<file path="config.mk">
export PLATFORM = sky130hd
export DESIGN_NAME = nvbyte_ctrl
export DESIGN_NICKNAME = d
export VERILOG_FILES = /design/src/rtl/nvbyte_ctrl.sv
export SDC_FILE = /design/constraint.sdc
export NUM_CORES = 2
export LEC_CHECK = 0
export BUFFER_PORTS_ARGS = -buffer_cell sky130_fd_sc_hd__buf_4
export CAP_MARGIN = 20
export CORE_MARGIN = 2
export CORE_UTILIZATION = 45
export CTS_CLUSTER_DIAMETER = 120
export DETAILED_ROUTE_END_ITERATION = 6
export HOLD_SLACK_MARGIN = 0.1
export PLACE_DENSITY = 0.7
export SETUP_SLACK_MARGIN = 0.02
export SYNTH_ARGS = -nofsm -noshare
export SYNTH_HDL_FRONTEND = slang
export SYNTH_SLANG_ARGS = --single-unit
</file>
<file path="constraint.sdc">
create_clock -name clk -period 5 [get_ports clk]
set_clock_uncertainty 0.05 [all_clocks]
set_input_delay 0.25 -clock clk [delete_from_list [all_inputs] [get_ports clk]]
set_output_delay 0.25 -clock clk [all_outputs]
set_load 0.05 [all_outputs]
</file>
<file path="src/rtl/nvbyte_ctrl.sv">
module nvbyte_ctrl #(
  parameter int AW = 8,
  parameter int DW = 8,
  parameter int ERASE_CYC = 4,
  parameter int PROG_CYC = 6,
  parameter logic [DW-1:0] KEY_FIRST = 'h55,
  parameter logic [DW-1:0] KEY_SECOND = 'hAA
) (
  input  logic          clk,
  input  logic          rst_n,
  input  logic [1:0]    reg_sel,
  input  logic          reg_we,
  input  logic [DW-1:0] reg_wdata,
  output logic [DW-1:0] reg_rdata,
  output logic          done_o
);
  localparam int DEPTH = 1 << AW;
  localparam int MAXC = (ERASE_CYC > PROG_CYC) ? ERASE_CYC : PROG_CYC;
  localparam int CW = $clog2(MAXC + 1);
  localparam logic [1:0] SEL_ADDR = 2'd0, SEL_DATA = 2'd1, SEL_CTRL = 2'd2, SEL_KEY = 2'd3;
  localparam int B_RD = 0, B_WR = 1, B_WEN = 2, B_ERR = 3, B_DONE = 4;

  typedef enum logic [1:0] {UL_IDLE, UL_HALF, UL_ARMED} ul_t;
  typedef enum logic [1:0] {PH_IDLE, PH_ERASE, PH_PROG} ph_t;

  logic [DW-1:0] mem [DEPTH];
  logic [AW-1:0] addr_q, wr_addr_q;
  logic [DW-1:0] data_q, wr_data_q;
  logic          rd_pend, wen_q, err_q, done_q;
  ul_t           ul_q;
  ph_t           ph_q;
  logic [CW-1:0] cnt_q;

  wire busy      = (ph_q != PH_IDLE);
  wire last      = (cnt_q == '0);
  wire ctrl_wr   = reg_we && (reg_sel == SEL_CTRL);
  wire key_wr    = reg_we && (reg_sel == SEL_KEY);
  wire start_req = ctrl_wr && reg_wdata[B_WR] && !busy;
  wire start_ok  = start_req && reg_wdata[B_WEN] && (ul_q == UL_ARMED);
  wire start_bad = start_req && !start_ok;
  wire finish    = (ph_q == PH_PROG) && last;

  always_ff @(posedge clk) begin
    if (!rst_n) ul_q <= UL_IDLE;
    else if (reg_we) begin
      if (key_wr && reg_wdata == KEY_SECOND && ul_q == UL_HALF) ul_q <= UL_ARMED;
      else if (key_wr && reg_wdata == KEY_FIRST) ul_q <= UL_HALF;
      else ul_q <= UL_IDLE;
    end
  end

  always_ff @(posedge clk) begin
    if (!rst_n) begin
      ph_q <= PH_IDLE;
      cnt_q <= '0;
      wr_addr_q <= '0;
      wr_data_q <= '0;
    end else begin
      case (ph_q)
        PH_IDLE: if (start_ok) begin
          ph_q <= PH_ERASE;
          cnt_q <= CW'(ERASE_CYC - 1);
          wr_addr_q <= addr_q;
          wr_data_q <= data_q;
        end
        PH_ERASE: if (last) begin
          ph_q <= PH_PROG;
          cnt_q <= CW'(PROG_CYC - 1);
        end else cnt_q <= cnt_q - 1'b1;
        PH_PROG: if (last) ph_q <= PH_IDLE;
                 else cnt_q <= cnt_q - 1'b1;
        default: ph_q <= PH_IDLE;
      endcase
    end
  end

  always_ff @(posedge clk) begin
    if (ph_q == PH_ERASE && last) mem[wr_addr_q] <= '1;
    else if (finish) mem[wr_addr_q] <= wr_data_q;
  end

  always_ff @(posedge clk) begin
    if (!rst_n) begin
      rd_pend <= 1'b0;
      wen_q <= 1'b0;
      err_q <= 1'b0;
      done_q <= 1'b0;
      addr_q <= '0;
      data_q <= '0;
    end else begin
      rd_pend <= ctrl_wr && reg_wdata[B_RD] && !busy;
      if (ctrl_wr) wen_q <= reg_wdata[B_WEN];
      if (start_bad) err_q <= 1'b1;
      else if (ctrl_wr) err_q <= err_q & reg_wdata[B_ERR];
      if (finish) done_q <= 1'b1;
      else if (ctrl_wr) done_q <= done_q & reg_wdata[B_DONE];
      if (reg_we && reg_sel == SEL_ADDR) addr_q <= reg_wdata[AW-1:0];
      if (rd_pend) data_q <= mem[addr_q];
      else if (reg_we && reg_sel == SEL_DATA) data_q <= reg_wdata;
    end
  end

  always_comb begin
    reg_rdata = '0;
    case (reg_sel)
      SEL_ADDR: reg_rdata[AW-1:0] = addr_q;
      SEL_DATA: reg_rdata = data_q;
      SEL_CTRL: begin
        reg_rdata[B_RD] = rd_pend;
        reg_rdata[B_WR] = busy;
        reg_rdata[B_WEN] = wen_q;
        reg_rdata[B_ERR] = err_q;
        reg_rdata[B_DONE] = done_q;
      end
      default: reg_rdata = '0;
    endcase
  end

  assign done_o = done_q;
endmodule

</file>
==> results by group <==
Timing
  – Final setup margin: 0.834 ns
  – Max Freq: 0.240 GHz
  – Final Max Slew Viols: 66
  – Fin Hold WS: 0.277 ns
  – Period Utilization, post-route: 83.3%
  – # setup viols final: 0
  – Hold Fails Final Rpt: 0
  – Slew @ Worst Pin: 1.60 ns
  – RSZ-0062 raised after global routing: false
  – Minimum clock period: 4.17 ns
  – Setup TNS: 0 ns
  – Worst slew margin relative to its limit: -6.98%

Setup path
  – Reg-to-reg setup timing slack: 0.83 ns
  – Worst path cell trace: buf_12, buf_4, mux4_2, a22o_1, a221oi_1, o21ai_0, nor3_1, o311ai_1
  – Max Fanout on Critical Path: 39
  – CP bufs+invs: 2
  – CP peak stage delay: 1.03 ns
  – FF-to-FF path depth: 8
  – Crit-path slowest cell: dfxtp_4
  – CP top delay family: compound AO/OA/AOI/OAI gates
  – CP required: 5.67 ns
  – CP Launch Type: register
  – Worst setup EP type: register
  – Worst Path Arrival: 4.84 ns
  – WS Path Type: reg2reg
  – RR Endpoint: data_q[4]

Run status
  – Violated checks: DRC, slew limit
  – Status: finished with violations

Clock network
  – CTS tree: yes
  – Clk_lat worst skew: 0.86 ns
  – CTS H-tree depth: 4
  – Worst-path clk slew: 0.06 ns
  – Clock root cell: clkbuf_16
  – Post-CTS Repair Setup Buffers: 0
  – Post-CTS Hold Fix Bufs: 20
  – Cts repair resizes: 0
  – Clock Path Buffers: 3
  – TritonCTS buffer count: 204
  – Clock Sinks: 2099

Power
  – Sequential power share: 54.5%
  – Combinational Power Share: 1.9%
  – Pint: 0.0278 W
  – Pwr dens: 379 nW/um^2
  – Clock power frac: 43.6%
  – Worst vdd ir: 0.000377 V
  – Pleak: 33.4 nW
  – Switching power share of the total: 20.4%
  – Sw Pwr: 0.00715 W

Die
  – Die area: 186000 um^2
  – Core area: 181000 um^2
  – Row count: 156
  – Chip height: 431 um
  – I/O pin count: 22
  – Starting Density: 45.3%
  – Die width: 431 um

Synth
  – Async SR Flop Fraction: 0%
  – Mapped cell area: 81900 um^2
  – Seq cells post-synth: 2099
  – Post-synthesis cell count: 4069
  – Distinct cells, synth: 74
  – Seq/Total Area, Yosys: 76.3%
  – Number of synthesized flops with an enable pin: 2048
  – Post-synth net total: 4088
  – Synth area leader: edfxtp_1
  – Synth area leaders: edfxtp_1 75%, mux4_2 13%, mux2i_1 2.2%
  – Post-synth top area share: 75.0%
  – List of most frequent post-synthesis cells: 2048 x edfxtp_1, 456 x mux4_2, 332 x nor2_1
  – Syn Area/Cell: 20.1 um^2
  – Dominant synthesized flop cell: edfxtp_1
  – Yosys warning count: 0
  – Top-count cell post-synth: edfxtp_1

Global route
  – GR Util met1: 33.8%
  – Pin count of the biggest net entering global routing: 193
  – Vias in the first global route: 42300
  – Met2 Resource Use GR: 35.7%
  – First-pass GRT wire length: 319000 um
  – GRT Total Usage: 24.2%
  – Grt total ovfl: 0
  – Most Used Layer, Global Route: met2
  – Antenna violations before repair: 7
  – Met3 Track Usage GR: 6.75%

Placement
  – Final GP Congestion: 0.964
  – PortBufs: 21
  – Setup WS pre-CTS: 1.02 ns
  – Post-DP HPWL: 142000 um

Finish
  – Area Growth Syn to Fin: 12.5%
  – Share of layout cells above drive strength 1: 22.0%
  – Post-layout util: 50.9%
  – Nets@finish: 4258

Routing
  – Total number of vias: 43600
  – Vias per inst: 6.43
  – Avg WL per Cell: 33.3 um
  – Pre-antenna DRT Iters: 7
  – Routed wire length: 226000 um
  – Final antenna-violating net count: 0
  – 1st-iter DRT viols: 6887
  – DRC violations left: 3

Hold path
  – Hold Path Class: in2reg
  – Hold Path Depth: 4
  – Hold path start: reg_wdata[0]
  – WHS Endpoint: addr_q[0]

Job
  – Max-Cap Viols: 0
worst register-to-register path: stages, from the launching register on:
cell and delay [ns]:
dfxtp_4 1.03, buf_12 0.39, buf_4 0.36, mux4_2 0.53, a22o_1 0.25, a221oi_1 0.93
o21ai_0 0.17, nor3_1 0.21, o311ai_1 0.10
metrics by stage:
step / power [W] / instance area [um^2] / std cells
floorplan: 0.0198 / 81900 / 4069
global placement: 0.0200 / 85200 / 6375
detailed placement: 0.0200 / 85300 / 6380
CTS: 0.0350 / 92100 / 6773
global route: 0.0357 / 92200 / 6776
finish: 0.0350 / 92200 / 6781
per-layer routing:
layer	wire length [um]	part of all wire [%]
met3	29100	13
met5	34	0.015
met2	101000	45
met4	11000	4.9
met1	85000	38
worst max-delay path by stage:
stage                     startpoint         to  cells past startpoint
after global routing        register  data_q[4]                      8
after global placement      register  data_q[2]                      8
final                       register  data_q[4]                      8
after CTS                   register  data_q[4]                      8
after detailed placement    register  data_q[4]                      8
after floorplan             cnt_q[0]  mem[0][0]                      5
layout make-up:
class	instances	area (um^2)
multi-input cells	1719	18100
inverters	17	63.8
flip-flops and latches	2099	62500
diodes	5	12.5
clock buffers	263	5390
clock inverters	110	1210
fillers	13900	88800
repair buffers	198	1890
well taps	2370	2970
cell usage in the layout, fill, tap and decap left out, types with 34 or more instances in the layout:
cell / Yosys / layout
nor2_1: 332 / 330
nand3_1: 49 / 49
mux4_2: 456 / 456
a21oi_1: 37 / 37
buf_4: 30 / 147
a22oi_1: 62 / 62
edfxtp_1: 2048 / 2048
nor3_1: 34 / 34
o22ai_1: 72 / 72
nand2_1: 128 / 126
nor2b_1: 42 / 40
dfxtp_1: 51 / 45
clkinv_1: 1 / 35
clkbuf_1: 104 / 54
mux2i_1: 179 / 179
clkbuf_16: 0 / 205
o21ai_0: 40 / 40
power by group through the flow:
| stage | combinational (W) | clock, W | sequential (W) |
|---|---|---|---|
| 2_1_floorplan | 0.000398 | 0 | 0.0194 |
| 3_3_place_gp | 0.000623 | 0 | 0.0194 |
| 3_5_place_dp | 0.000627 | 0 | 0.0194 |
| 4_1_cts | 0.000638 | 0.0153 | 0.0190 |
| 5_1_grt | 0.000668 | 0.0160 | 0.0190 |
| 6_report | 0.000655 | 0.0153 | 0.0190 |
cells by family after synthesis:
| logic type | share of synthesized area [%] |
|---|---|
| and+or+nand+nor | 3.88 |
| DFF | 76.3 |
| muxes | 14.9 |
| AOI/OAI and AO/OA | 3.12 |
| adders and majority gates | 0.0916 |
| buffers and inverters | 1.69 |
flip-flops by register name, indices dropped and copies added, names as in the netlist, named ones only:
name and cells:
done_o 1, rd_pend 1, err_q 1, addr_q 8
wr_addr_q 8, data_q 8, mem 2048, cnt_q 3
ph_q 2, ul_q 2, wr_data_q 8, wen_q 1
Note: power is estimated with default switching activity, not from simulation.
